`config.mk`:
```
export PLATFORM = sky130hd
export DESIGN_NAME = usb2_tx_eop_timer
export DESIGN_NICKNAME = d
export VERILOG_FILES = /design/src/rtl/usb2eop_pkg.sv /design/src/rtl/usb2eop_line_qual.sv /design/src/rtl/usb2eop_down_timer.sv /design/src/rtl/usb2_tx_eop_timer.sv
export SDC_FILE = /design/constraint.sdc
export NUM_CORES = 1
export LEC_CHECK = 0
export BUFFER_PORTS_ARGS = -buffer_cell sky130_fd_sc_hd__buf_2
export CAP_MARGIN = 20
export CORE_MARGIN = 2
export CORE_UTILIZATION = 50
export CTS_BUF_LIST = sky130_fd_sc_hd__clkbuf_16
export DETAILED_ROUTE_END_ITERATION = 7
export PLACE_DENSITY = 0.71
export SYNTH_ARGS = -nofsm -noshare
export SYNTH_HDL_FRONTEND = slang
export SYNTH_SLANG_ARGS = --single-unit
```
`constraint.sdc`:
```
create_clock -name clk -period 4.73 [get_ports clk]
set_input_delay 0.946 -clock clk [delete_from_list [all_inputs] [get_ports clk]]
set_output_delay 0.946 -clock clk [all_outputs]
set_load 0.005 [all_outputs]
```
`src/rtl/usb2eop_pkg.sv`:
```
`timescale 1ns/1ps
package usb2eop_pkg;

  typedef enum logic [1:0] {
    LS_SE0 = 2'b00,
    LS_J   = 2'b01,
    LS_K   = 2'b10,
    LS_SE1 = 2'b11
  } line_t;

  typedef enum logic [1:0] {
    ST_IDLE = 2'd0,
    ST_WAIT = 2'd1,
    ST_GAP  = 2'd2
  } phase_t;

  typedef struct packed {
    logic hs;
    logic filt;
    logic fixed;
  } mode_t;

  // Bit times rounded up to whole interface clock cycles.
  function automatic int unsigned bits_to_cycles(int unsigned bits, int unsigned width);
    return (bits + width - 1) / width;
  endfunction

  // Total gap length in cycles.
  function automatic int unsigned gap_cycles(int unsigned base, int unsigned extra);
    return base + extra;
  endfunction

  // Width needed to hold values 0..maxval.
  function automatic int unsigned count_width(int unsigned maxval);
    return (maxval < 2) ? 1 : $clog2(maxval + 1);
  endfunction

endpackage

```
`src/rtl/usb2eop_line_qual.sv`:
```
`timescale 1ns/1ps
module usb2eop_line_qual
  import usb2eop_pkg::*;
(
  input  logic       clk,
  input  logic       rst,
  input  logic       clear,
  input  logic       sample,
  input  logic [1:0] ls,
  input  logic       hs,
  input  logic       filt,
  output logic       hit
);

  logic prev_se0_q;
  logic prev_j_q;
  logic is_se0;
  logic is_j;
  logic prior_ok;

  assign is_se0 = (ls == LS_SE0);
  assign is_j   = (ls == LS_J);

  // History of the previous sample taken in this packet.
  always_ff @(posedge clk) begin
    if (rst || clear) begin
      prev_se0_q <= 1'b0;
      prev_j_q   <= 1'b0;
    end else if (sample) begin
      prev_se0_q <= is_se0;
      prev_j_q   <= is_j;
    end
  end

  always_comb begin
    if (hs)        prior_ok = prev_j_q;
    else if (filt) prior_ok = prev_se0_q;
    else           prior_ok = 1'b1;
  end

  assign hit = sample && is_se0 && prior_ok;

endmodule

```
`src/rtl/usb2eop_down_timer.sv`:
```
`timescale 1ns/1ps
module usb2eop_down_timer #(
  parameter int unsigned W = 4
) (
  input  logic         clk,
  input  logic         rst,
  input  logic         load,
  input  logic [W-1:0] load_val,
  input  logic         run,
  output logic         expire
);

  logic [W-1:0] cnt_q;

  always_ff @(posedge clk) begin
    if (rst)                       cnt_q <= '0;
    else if (load)                 cnt_q <= load_val;
    else if (run && cnt_q != '0)   cnt_q <= cnt_q - W'(1);
  end

  assign expire = run && !load && (cnt_q == '0);

endmodule

```
`src/rtl/usb2_tx_eop_timer.sv`:
```
`timescale 1ns/1ps
module usb2_tx_eop_timer
  import usb2eop_pkg::*;
#(
  parameter int unsigned BUS_W    = 8,
  parameter int unsigned END_BITS = 40,
  parameter int unsigned BASE_GAP = 4,
  parameter int unsigned ADD_W    = 3
) (
  input  logic             clk,
  input  logic             rst,
  input  logic             cfg_hs,
  input  logic             cfg_se0_filter,
  input  logic             cfg_fixed_end,
  input  logic [ADD_W-1:0] cfg_gap_add,
  input  logic             tx_done,
  input  logic [1:0]       line_state,
  output logic             eop_pulse,
  output logic             gap_done
);

  localparam int unsigned DLY_CYC = bits_to_cycles(END_BITS, BUS_W);
  localparam int unsigned DLY_W   = count_width(DLY_CYC);
  localparam int unsigned GAP_MAX = gap_cycles(BASE_GAP, (1 << ADD_W) - 1);
  localparam int unsigned GAP_W   = count_width(GAP_MAX);

  phase_t           phase_q;
  mode_t            mode_q;
  logic [ADD_W-1:0] gap_add_q;

  // Named internal events.
  logic             tx_accept;
  logic             in_wait;
  logic             in_gap;
  logic             mode_hs;
  logic             filt_eff;
  logic             fixed_eff;
  logic             line_end;
  logic             dly_end;
  logic             pkt_end;
  logic             gap_end;
  logic [GAP_W-1:0] gap_total;

  assign tx_accept = (phase_q == ST_IDLE) && tx_done;
  assign in_wait   = (phase_q == ST_WAIT);
  assign in_gap    = (phase_q == ST_GAP);
  assign mode_hs   = mode_q.hs;
  assign filt_eff  = !mode_q.hs && mode_q.filt;
  assign fixed_eff = mode_q.hs && mode_q.fixed;
  assign gap_total = GAP_W'(gap_cycles(BASE_GAP, int'(gap_add_q)));

  usb2eop_line_qual u_qual (
    .clk    (clk),
    .rst    (rst),
    .clear  (tx_accept),
    .sample (in_wait && !fixed_eff),
    .ls     (line_state),
    .hs     (mode_hs),
    .filt   (filt_eff),
    .hit    (line_end)
  );

  usb2eop_down_timer #(.W(DLY_W)) u_dly (
    .clk      (clk),
    .rst      (rst),
    .load     (tx_accept),
    .load_val (DLY_W'(DLY_CYC - 1)),
    .run      (in_wait && fixed_eff),
    .expire   (dly_end)
  );

  assign pkt_end = in_wait && (fixed_eff ? dly_end : line_end);

  usb2eop_down_timer #(.W(GAP_W)) u_gap (
    .clk      (clk),
    .rst      (rst),
    .load     (pkt_end),
    .load_val (gap_total - GAP_W'(1)),
    .run      (in_gap),
    .expire   (gap_end)
  );

  always_ff @(posedge clk) begin
    if (rst) begin
      phase_q   <= ST_IDLE;
      mode_q    <= '0;
      gap_add_q <= '0;
      eop_pulse <= 1'b0;
      gap_done  <= 1'b0;
    end else begin
      eop_pulse <= pkt_end;
      gap_done  <= gap_end;
      unique case (phase_q)
        ST_IDLE: if (tx_accept) begin
          phase_q   <= ST_WAIT;
          mode_q    <= '{hs: cfg_hs, filt: cfg_se0_filter, fixed: cfg_fixed_end};
          gap_add_q <= cfg_gap_add;
        end
        ST_WAIT: if (pkt_end) phase_q <= ST_GAP;
        ST_GAP:  if (gap_end) phase_q <= ST_IDLE;
        default: phase_q <= ST_IDLE;
      endcase
    end
  end

endmodule

```
# After elaboration in Yosys (flattened, before gate mapping)

Cells that the tools add are included.

Word-level logic and storage cells: 63
Input port bits: 11
Output and inout port bits: 2
Register bits after elaboration: 19

Multiplexer cells: 11
Equal/unequal tests: 6
Reductions and logical operators: 30
$add $sub $neg: 4

Operators by type and width:

| kind                                                  | count |
|---|---|
| logical AND 1 bit                                     | 14 |
| 2-to-1 mux 4 bit                                      | 2 |
| subtractor 4 x 1 -> 4 bit, second input constant      | 2 |
| 2-to-1 mux 2 bit                                      | 3 |
| 2-to-1 mux 3 bit                                      | 2 |
| case mux 2 bit (3 select lines)                       | 1 |
| adder 3 x 3 -> 4 bit, first input constant            | 1 |
| equality test 2 x 1 -> 1 bit, second input constant   | 2 |
| logical NOT 1 bit                                     | 4 |
| logical NOT 2 bit                                     | 2 |
| logical NOT 4 bit                                     | 1 |
| inequality test 2 x 1 -> 1 bit, second input constant | 2 |
| nonzero test 2 bit                                    | 2 |
| nonzero test 4 bit                                    | 1 |
| logical NOT 3 bit                                     | 1 |
| 2-to-1 mux 1 bit                                      | 3 |
| AND reduction 3 bit                                   | 1 |
| nonzero test 3 bit                                    | 1 |
| subtractor 3 x 1 -> 3 bit, second input constant      | 1 |
| equality test 2 bit, second input constant            | 1 |
| inequality test 2 bit, second input constant          | 1 |
| AND reduction 2 bit                                   | 1 |
| OR reduction 2 bit                                    | 1 |
| logical OR 1 bit                                      | 1 |

# Depth between registers and ports, before layout

Gate-level depths: netlist (run 1).

Word-level depth: 12
Gate-level depth with buffers: 8
Gate-level depth less buffers: 7

# By module

From an unflattened synthesis (run 1), not the netlist that was laid out.

Cell total of the unflattened synthesis: 111
Area total of the unflattened synthesis: 1021.0 um^2

Modules (own cells, without submodules):

| module                     | times used | area an instance (um^2) | seq. area each (um^2) | cells each |
|---|---|---|---|---|
| usb2_tx_eop_timer          | 1          | 450.4                   | 200.2                 | 49 |
| usb2eop_down_timer (u_gap) | 1          | 247.7                   | 80.1                  | 29 |
| usb2eop_down_timer (u_dly) | 1          | 212.7                   | 60.1                  | 22 |
| usb2eop_line_qual          | 1          | 110.1                   | 40.0                  | 11 |

# Least setup slack after synthesis (run 1)

OpenSTA, ideal clock, no wires.

Path type: input -> register
Start: in line_state[1]
End: reg u_gap.cnt_q[3]
Path slack: 2.703 ns
Cell stages on the path: 6
Required time: 4.663 ns
Arrival: 1.960 ns
Buffers on the path: 1
Library setup time: 0.067 ns
Cells stage by stage: nor2_1 nand3_2 o31a_1 buf_6 mux2_4 a21oi_2

Longest elaborated chain between the ends: 6
Elaborated cells on any way between the ends: 7

Ends and longest elaborated chain:

| element                                                | line                     | text |
|---|---|---|
| start, declared                                        | usb2_tx_eop_timer.sv:17  | `input logic [1:0] line_state,` |
| logical NOT 2 bit *                                    | usb2eop_line_qual.sv:21  | `assign is_se0 = (ls == LS_SE0);` |
| logical AND 1 bit * (2 in a row)                       | usb2eop_line_qual.sv:41  | `assign hit = sample && is_se0 && prior_ok;` |
| 2-to-1 mux 1 bit *                                     | usb2_tx_eop_timer.sv:72  | `assign pkt_end = in_wait && (fixed_eff ? dly_end : line_end);` |
| logical AND 1 bit *                                    | usb2_tx_eop_timer.sv:72  |  |
| 2-to-1 mux 4 bit or nonzero test 2 bit (tied branches) | -                        |  |
| end signal, assigned                                   | usb2eop_down_timer.sv:17 | `else if (load) cnt_q <= load_val;` |
| end signal, assigned                                   | usb2eop_down_timer.sv:18 | `else if (run && cnt_q != '0) cnt_q <= cnt_q - W'(1);` |
| end, declared                                          | usb2eop_down_timer.sv:13 | `logic [W-1:0] cnt_q;` |

Every way passes the cells marked *; elsewhere a longest branch is shown, timed or not.
A chain may end at the register's enable or synchronous reset.

# Worst setup path in the final report (run 1)

Ends and elaborated chain as after synthesis.

==> impl_metrics.csv, run 1 <==
group,metric,value,unit
status,status,"complete, no violations",
die,start_util,52.9,%
power,p_sw,0.0000813,W
yosys,ys_ff_latch,19,
timing,slew_viol_final,0,
power,p_comb_share,10.7,%
die,die_h,46.5,um
critical_path,worst_ep_arrival_time,2.16,ns
critical_path,critPathMaxFanout,10,
critical_path,slowest_stage,"o31a_1",
timing,rsz0062_at_grt,"no",
drt,drt-pass1-iter-count,4,
critical_path,critical_path_class,"in -> reg",
clocking,clockBufferDepth,2,
grt,first_global_vias,605,
power,switching_share,21.3,%
yosys,netlist_instances,101,
timing,slew_headroom,40.9,%
die,fp.dieArea,2160,um^2
critical_path,crit_required,4.91,ns
yosys,synthDistinctLibCells,33,
yosys,yosys-top-cells-area,"dfxtp_1 (42%), nor2_1 (5.8%), ha_1 (5.5%), mux2i_1 (4.4%), nand2_1 (3.7%)",
grt,antenna_found_initial,0,
die,rows,15,
min_path,whs_path_depth,2,
grt,grt_pass1_wl,2.49,mm
critical_path,crit_buf_inv,1,
timing,fin_crit,1.98,ns
power,p_leak,0.415,nW
yosys,synth_seq_area_share,42.1,%
drt,ant_nets,0,
finish,area_delta_synth_final,16.2,%
finish,layout-drive-gt1-share,18.6,%
clocking,clkTransAtPathRegs,0.05,ns
finish,finalNetCount,129,
placement,gp_congestion,0.717,
die,core,1710,um^2
grt,grt_usage,16.4,%
clocking,cts_root_buf,"clkbuf_16",
drt,wl,1.48,mm
drt,route.vias.total,701,
grt,grt_max_degree,20,
die,boundaryPins,13,
yosys,syn_nets,116,
critical_path,critPathMaxStageDelay,0.44,ns
clocking,post_cts_resized,0,
finish,fin_cells,138,
finish,design_area,1050,um^2
power,powerDensity,363,nW/um^2
critical_path,r2r-end,"u_gap.cnt_q[3]$_SDFFE_PP0P_",
drt,drc,0,
timing,tightest_slew,0.883,ns
drt,drt_iter0_drc,5,
yosys,synth_area_per_cell,8.94,um^2
drt,wl_per_cell,10.7,um
power,p_seq_share,45.5,%
die,die_x,46.5,um
clocking,clock-sinks,19,
clocking,cts_max_level,1,
critical_path,reg2reg_from,"u_dly.cnt_q[0]$_SDFFE_PP0P_",
timing,setup_tns,0,ns
critical_path,reg2reg_depth,7,
critical_path,startpoint,"line_state[1]",
power,clockPowerShare,43.8,%
critical_path,crit_path_end_kind,"register",
timing,setup_viol,0,
yosys,syn_area,903,um^2
timing,max_freq,0.505,GHz
clocking,cts_tree,"built",
timing,finalCritPeriodShare,41.9,%
placement,dp.cells,134,
placement,placed_area,971,um^2
critical_path,cp-start-kind,"input pin",
yosys,synth_top_area_cell,"dfxtp_1",
power,cell_internal_pwr,0.000300,W
yosys,ys.warnings.count,0,
min_path,hold_class,"reg -> reg",
finish,diodes,0,
power,vdd_drop_max,0.214,mV
clocking,postCtsSetupBuffers,0,
min_path,hp-start,"u_qual.prev_j_q$_SDFFE_PP0P_",
run,maxCapViolCount,0,
grt,grt_overflow_total,0,
critical_path,cp_top_family,"compound AO/OA/AOI/OAI gates",
min_path,min_to,"u_qual.prev_j_q$_SDFFE_PP0P_",
clocking,holdBufCountCts,0,
placement,post-dp-hpwl,1.05,mm
yosys,synth_top_area_share,42.1,%
timing,worst_clock_skew,0.00151,ns
placement,portBuffers,12,
timing,hold_viol_final,0,
drt,viasPerCell,5.08,
critical_path,crit_chain,"buf_2, nor2_1, nand3_2, o31a_1, mux2_4, a21oi_2",
clocking,insertion_delay,0.24,ns
clocking,cts_inserted_buffers,3,
critical_path,rrSetupSlack,2.94,ns
finish,nFillCells,160,
## layout make-up
cell class / count / area (um^2) / share of cell area [%]
Tap cell: 25 / 31.3 / 2.98
Multi-Input combinational cell: 70 / 469 / 44.7
Clock buffer: 3 / 75.1 / 7.15
Timing Repair Buffer: 12 / 60.1 / 5.72
Inverter: 8 / 30.0 / 2.86
Clock inverter: 1 / 3.75 / 0.358
Sequential cell: 19 / 380 / 36.2
## layout by cell type (no fill, tap or decap), types with 2 or more instances in the layout
| master | netlist | routed |
|---|---|---|
| a211oi_1 | 4 | 4 |
| a21oi_1 | 5 | 5 |
| buf_2 | 1 | 12 |
| clkbuf_16 | 0 | 3 |
| dfxtp_1 | 19 | 19 |
| ha_1 | 4 | 4 |
| inv_1 | 8 | 9 |
| mux2i_1 | 4 | 4 |
| nand2_1 | 9 | 9 |
| nor2_1 | 14 | 14 |
| nor2b_1 | 3 | 3 |
| nor3_1 | 4 | 4 |
| nor3b_2 | 2 | 2 |
| o21ai_0 | 2 | 2 |
| xnor2_1 | 3 | 3 |
## per-layer routing
layer / vias to the layer above / wire, um / track usage [%]
li1: 371 / - / -
met3: 4 / 55 / 3.53
met5: - / 0 / 0
met1: 311 / 744 / 21.5
met2: 15 / 658 / 25.8
met4: 0 / 21 / 6.86
## cell families (layout without fill, tap and decap cells)
logic type | Yosys count | after routing | synth area share, %
xor+xnor | 3 | 3 | 2.91
flops | 19 | 19 | 42.1
buf+inv | 12 | 24 | 5.95
mux | 5 | 5 | 6.09
simple gates | 40 | 40 | 24.0
fa+ha+maj | 4 | 4 | 5.54
compound gates | 18 | 18 | 13.4
## tightest hold or removal path, stage by stage (launching register included)
cell and delay [ns]:
dfxtp_1 0.32, nand2_1 0.06, a211oi_1 0.05
## through the flow
step | util (%) | setup WS [ns] | power (W) | hold WS, ns
floorplan | - | 2.70 | 0.000208 | 0.441
global placement | 56.8 | 2.52 | 0.000216 | 0.459
detailed placement | 56.8 | 2.50 | 0.000217 | 0.464
CTS | 61.5 | 2.75 | 0.000384 | 0.478
global route | 61.5 | 2.60 | 0.000396 | 0.504
finish | 61.5 | 2.75 | 0.000381 | 0.481
## sequential cells by signal (all words and copies together) (netlist names)
name	cells
eop_pulse	1
phase_q	2
gap_add_q	3
u_qual.prev_j_q	1
mode_q	2
u_dly.cnt_q	3
gap_done	1
u_gap.cnt_q	4
mode_hs	1
u_qual.prev_se0_q	1
## cell usage after synthesis
library cell / number
dfxtp_1: 19
nor2_1: 14
nand2_1: 9
inv_1: 8
a21oi_1: 5
a211oi_1: 4
ha_1: 4
mux2i_1: 4
nor3_1: 4
nor2b_1: 3
xnor2_1: 3
nor3b_2: 2
o21ai_0: 2
a2111oi_0: 1
a21oi_2: 1
a31oi_1: 1
a32oi_1: 1
and2b_1: 1
buf_1: 1
buf_2: 1
buf_6: 1
clkbuf_1: 1
mux2_4: 1
nand2b_1: 1
nand3_2: 1
nand4_1: 1
nand4b_1: 1
nor2b_4: 1
nor3b_1: 1
o211a_1: 1
o21ai_1: 1
o31a_1: 1
or3_1: 1
## worst max-delay path by stage
stage / endpoint / depth (start not counted)
after floorplan: u_gap.cnt_q[3]$_SDFFE_PP0P_ / 6
after global placement: u_gap.cnt_q[3]$_SDFFE_PP0P_ / 6
after detailed placement: u_gap.cnt_q[3]$_SDFFE_PP0P_ / 6
after CTS: u_gap.cnt_q[3]$_SDFFE_PP0P_ / 6
after global routing: mode_q[1]$_SDFFE_PP0P_ / 4
final: u_gap.cnt_q[3]$_SDFFE_PP0P_ / 6
## power by group through the flow
stage          sequential (W)  clock, W  combinational, W
2_1_floorplan        0.000175         0         0.0000331
3_3_place_gp         0.000176         0         0.0000403
3_5_place_dp         0.000176         0         0.0000412
4_1_cts              0.000173  0.000169         0.0000413
5_1_grt              0.000174  0.000175         0.0000475
6_report             0.000173  0.000167         0.0000408
(Power assumes the default switching activity.)
==> run 2: changes to the inputs <==
- CORE_UTILIZATION: 50 -> 48
- clock period: 4.73 -> 1.8 ns (I/O delays scaled with it)
==> run 2 against run 1 <==
  * Critical path depth up 1
  * Die area up 3.8%
  * Clock-buffer cell count unchanged
  * Worst hold slack worse by 0.14 ns
  * Cell area up 2.1%
  * Sequential share of layout area down 0.76 points
  * Highest routed layer unchanged
==> impl_metrics.csv, run 2 (same netlist as run 1, synthesis figures left out) <==
group,metric,value,unit
timing,slew_viol_final,0,
placement,dp_slack,0.182,ns
power,p_leak,0.430,nW
power,p_seq_share,45.1,%
grt,grt.busiest_layer,"met2",
timing,hold_ws,0.345,ns
timing,rsz0062_at_grt,"no",
critical_path,worst_ep_arrival_time,1.83,ns
drt,drt-pass1-iter-count,4,
timing,fin_crit,1.65,ns
timing,max_freq,0.607,GHz
timing,slew_headroom,64.6,%
clocking,post_cts_resized,0,
drt,wl_per_cell,11.2,um
drt,drt_iter0_drc,6,
clocking,insertion_delay,0.25,ns
critical_path,crit_chain,"inv_1, ha_1, nand2b_1, o21ai_1, nand2_1, mux2_4, a21oi_2",
finish,final_common_cell,"dfxtp_1",
drt,drc,0,
placement,gp_congestion,0.716,
critical_path,cp_top_family,"compound AO/OA/AOI/OAI gates",
grt,antenna_found_initial,0,
placement,portBuffers,12,
finish,area_delta_synth_final,18.7,%
clocking,postCtsSetupBuffers,0,
grt,use_met1,22.2,%
critical_path,cp-start-kind,"register",
grt,grt_usage,17.5,%
power,p_sw,0.000218,W
die,boundaryPins,13,
finish,layout_common_cells,"dfxtp_1 (19), nor2_1 (14), buf_2 (12)",
clocking,cts_root_buf,"clkbuf_16",
status,status,"complete, no violations",
finish,layout-drive-gt1-share,20.7,%
finish,largest_reg_flops,4,
die,die_x,47.4,um
timing,setup_tns,0,ns
critical_path,critPathMaxFanout,6,
die,start_util,51.8,%
grt,grt_pass1_wl,2.72,mm
critical_path,crit_path_end_kind,"register",
clocking,cts_inserted_buffers,3,
power,powerDensity,941,nW/um^2
critical_path,crit_buf_inv,1,
grt,use_met3,3.46,%
timing,worst_clock_skew,0.00280,ns
drt,ant_nets,0,
grt,first_global_vias,660,
power,vdd_drop_max,0.609,mV
min_path,hold_class,"in -> reg",
clocking,clkTransAtPathRegs,0.05,ns
power,clockPowerShare,43.6,%
die,die_h,47.4,um
grt,globalRouteMet2Util,28.1,%
timing,tightest_slew,0.527,ns
grt,grt_max_degree,20,
drt,wl,1.58,mm
clocking,clockBufferDepth,2,
clocking,cts_max_level,1,
power,switching_share,21.6,%
placement,post-dp-hpwl,1.13,mm
grt,grt_overflow_total,0,
timing,setup_viol,0,
power,p_comb_share,11.3,%
run,maxCapViolCount,0,
timing,hold_viol_final,0,
finish,finalNetCount,132,
critical_path,crit_required,1.98,ns
die,fp.dieArea,2240,um^2
drt,route.vias.total,724,
critical_path,critical_path_class,"reg -> reg",
die,core,1750,um^2
finish,regMostFlops,"u_gap.cnt_q",
die,rows,15,
clocking,cts_tree,"built",
power,cell_internal_pwr,0.000791,W
clocking,clock-sinks,19,
critical_path,slowest_stage,"o21ai_1",
critical_path,critPathMaxStageDelay,0.43,ns
finish,utilization,61.4,%
finish,diodes,0,
timing,finalCritPeriodShare,91.6,%
drt,viasPerCell,5.13,
clocking,holdBufCountCts,0,
finish,reg_top3,"u_gap.cnt_q (4), gap_add_q (3), u_dly.cnt_q (3)",
timing,fin_ws,0.151,ns
## run 2: cell type report
class / count / area (um^2)
inverter: 8 / 30.0
fill: 151 / 673
clock inverter: 1 / 3.75
sequential: 19 / 380
clock buffer: 3 / 75.1
timing repair buffer: 15 / 82.6
multi-input combinational: 70 / 469
tap: 25 / 31.3
## run 2: through the flow
stage / power (W) / cells / cell area (um^2)
after floorplan: 0.000547 / 101 / 903
after global placement: 0.000572 / 137 / 993
after detailed placement: 0.000577 / 137 / 993
after CTS: 0.00102 / 141 / 1070
after global routing: 0.00105 / 141 / 1070
final: 0.00101 / 141 / 1070
## run 2: path summary, 6_finish.rpt
| kind | from | to | slack, ns | cells after the start |
|---|---|---|---|---|
| worst max register to register | u_gap.cnt_q[0]$_SDFFE_PP0P_ | u_gap.cnt_q[3]$_SDFFE_PP0P_ | 0.15 | 7 |
| worst min-delay path | cfg_hs | mode_hs$_SDFFE_PP0P_ | 0.34 | 3 |
| worst max-delay path | u_gap.cnt_q[0]$_SDFFE_PP0P_ | u_gap.cnt_q[3]$_SDFFE_PP0P_ | 0.15 | 7 |
| worst min register to register | u_qual.prev_j_q$_SDFFE_PP0P_ | u_qual.prev_j_q$_SDFFE_PP0P_ | 0.47 | 2 |
## run 2: layer usage
layer,vias up,share of wire (%)
met5,-,0
met4,0,0.63
met3,2,3.1
met2,9,47
met1,333,49
li1,380,-
## run 2: tightest hold or removal path: cells and delay by family
| kind | cells | cell delay [ns] |
|---|---|---|
| multiplexers | 1 | 0.05 |
| AND/OR/NAND/NOR | 1 | 0.07 |
| buffers and inverters | 1 | 0.07 |
## run 2: power by group through the flow
stage / combinational (W) / clock (W) / sequential, W
after global placement: 0.000110 / 0 / 0.000463
after detailed placement: 0.000114 / 0 / 0.000464
after floorplan: 0.0000870 / 0 / 0.000460
after CTS: 0.000114 / 0.000447 / 0.000455
after global routing: 0.000128 / 0.000463 / 0.000458
final: 0.000114 / 0.000440 / 0.000455
==> run 3: changes to the inputs <==
- BUFFER_PORTS_ARGS: -buffer_cell sky130_fd_sc_hd__buf_2 -> -buffer_cell sky130_fd_sc_hd__clkbuf_2
==> run 3 against run 2 <==
  * Sequential cell count unchanged
  * Worst hold slack improved by 0.0012 ns
  * Global-route usage decreased by 1.6 points
  * Register-to-register slack improved by 0.04 ns
  * Cell area unchanged
  * Total power decreased by 0.53%
  * Clock-buffer cell count unchanged
  * Via count decreased by 0.97%
  * Clock skew decreased by 0.0014 ns
  * First-iteration DRC count increased by 130%
  * Combinational power about the same
  * Largest power group unchanged
==> impl_metrics.csv, run 3 (same netlist as run 1, synthesis figures left out) <==
group,metric,value,unit
critical_path,worst_ep_arrival_time,1.79,ns
drt,wl_per_cell,10.4,um
clocking,post_cts_resized,0,
power,vdd_drop_max,0.616,mV
critical_path,reg2reg_from,"u_dly.cnt_q[0]$_SDFFE_PP0P_",
placement,dp.cells,137,
die,boundaryPins,13,
timing,tightest_slew,0.466,ns
timing,slew_headroom,68.7,%
finish,layout_common_cells,"dfxtp_1 (19), nor2_1 (14), clkbuf_2 (12)",
finish,finalNetCount,132,
clocking,cts_tree,"built",
timing,worst_clock_skew,0.00139,ns
clocking,clockBufferDepth,2,
timing,setup_viol,0,
finish,fin_cells,141,
critical_path,rrSetupSlack,0.19,ns
finish,nFillCells,166,
min_path,hold_class,"in -> reg",
critical_path,cp-start-kind,"register",
clocking,cts_root_buf,"clkbuf_16",
die,core,1750,um^2
drt,viasPerCell,5.09,
grt,antenna_found_initial,0,
critical_path,crit_path_end_kind,"register",
min_path,whs_path_depth,3,
critical_path,crit_required,1.98,ns
die,die_h,47.4,um
placement,post-dp-hpwl,1.08,mm
timing,setup_tns,0,ns
clocking,clock-sinks,19,
grt,grt_usage,15.8,%
finish,area_delta_synth_final,18.7,%
drt,drt-pass1-iter-count,3,
placement,gp_congestion,0.723,
grt,grt_overflow_total,0,
finish,multi_input_area,469,um^2
finish,final_common_cell,"dfxtp_1",
grt,first_global_vias,590,
min_path,min_to,"gap_add_q[1]$_SDFFE_PP0P_",
finish,utilization,61.4,%
clocking,postCtsSetupBuffers,0,
timing,finalCritPeriodShare,89.5,%
grt,grt_max_degree,20,
finish,layout-drive-gt1-share,20.7,%
timing,slew_viol_final,0,
timing,fin_ws,0.189,ns
die,die_x,47.4,um
min_path,hp-start,"cfg_gap_add[1]",
clocking,cts_max_level,1,
critical_path,r2r-end,"u_gap.cnt_q[3]$_SDFFE_PP0P_",
placement,portBuffers,12,
drt,route.vias.total,717,
critical_path,critical_path_class,"reg -> reg",
timing,hold_ws,0.346,ns
drt,ant_nets,0,
finish,reg_top3,"u_gap.cnt_q (4), gap_add_q (3), u_dly.cnt_q (3)",
timing,fin_crit,1.61,ns
timing,rsz0062_at_grt,"no",
clocking,clkTransAtPathRegs,0.05,ns
critical_path,critPathMaxFanout,4,
status,status,"complete, no violations",
clocking,cts_inserted_buffers,3,
critical_path,reg2reg_depth,7,
timing,hold_viol_final,0,
power,powerDensity,936,nW/um^2
power,p_leak,0.430,nW
clocking,insertion_delay,0.24,ns
die,fp.dieArea,2240,um^2
finish,regMostFlops,"u_gap.cnt_q",
drt,drc,0,
finish,diodes,0,
finish,seq_area,380,um^2
die,start_util,51.8,%
die,rows,15,
placement,dp_slack,0.219,ns
clocking,holdBufCountCts,0,
drt,wl,1.46,mm
timing,max_freq,0.621,GHz
run,maxCapViolCount,0,
drt,drt_iter0_drc,14,
grt,grt_pass1_wl,2.44,mm
finish,largest_reg_flops,4,
run 3: worst max-delay path by stage:
| stage | startpoint | endpoint | slack, ns | cells after the start |
|---|---|---|---|---|
| global placement | u_dly.cnt_q[0]$_SDFFE_PP0P_ | u_gap.cnt_q[0]$_SDFFE_PP0P_ | 0.25 | 8 |
| floorplan | u_dly.cnt_q[0]$_SDFFE_PP0P_ | u_gap.cnt_q[3]$_SDFFE_PP0P_ | 0.25 | 8 |
| detailed placement | u_dly.cnt_q[0]$_SDFFE_PP0P_ | u_gap.cnt_q[2]$_SDFFE_PP0P_ | 0.22 | 8 |
| CTS | u_dly.cnt_q[0]$_SDFFE_PP0P_ | u_gap.cnt_q[3]$_SDFFE_PP0P_ | 0.20 | 7 |
| finish | u_dly.cnt_q[0]$_SDFFE_PP0P_ | u_gap.cnt_q[3]$_SDFFE_PP0P_ | 0.19 | 7 |
| global route | u_dly.cnt_q[0]$_SDFFE_PP0P_ | u_dly.cnt_q[1]$_SDFFE_PP0P_ | 0.03 | 6 |
run 3: through the flow:
stage	power [W]	area, um^2
6_report	0.00100	1070
3_3_place_gp	0.000573	993
5_1_grt	0.00105	1070
2_1_floorplan	0.000547	903
3_5_place_dp	0.000575	993
4_1_cts	0.00101	1070
run 3: per-layer routing:
metal	vias to the layer above	routed length, um	global-route usage (%)
met4	0	21	8.33
li1	377	-	-
met1	324	758	21.1
met2	12	621	23.8
met5	-	0	0
met3	4	59	3.46
run 3: worst max-delay path: stages (launching register included):
cell     delay (ns)
dfxtp_1        0.35
inv_1          0.06
ha_1           0.19
ha_1           0.20
nand4_1        0.10
o31a_1         0.23
mux2_4         0.32
a21oi_2        0.10
run 3: final cells by class:
type	instances	area share, %
Sequential cell	19	35.5
Multi-Input combinational cell	70	43.8
Inverter	8	2.80
Tap cell	25	2.92
Clock buffer	3	7.00
Clock inverter	1	0.350
Timing Repair Buffer	15	7.70
run 3: power by group:
part / internal (W) / switching (W) / total [W]
Combinational: 0.0000548 / 0.0000567 / 0.000112
Sequential: 0.000441 / 0.0000130 / 0.000454
Clock: 0.000295 / 0.000144 / 0.000438
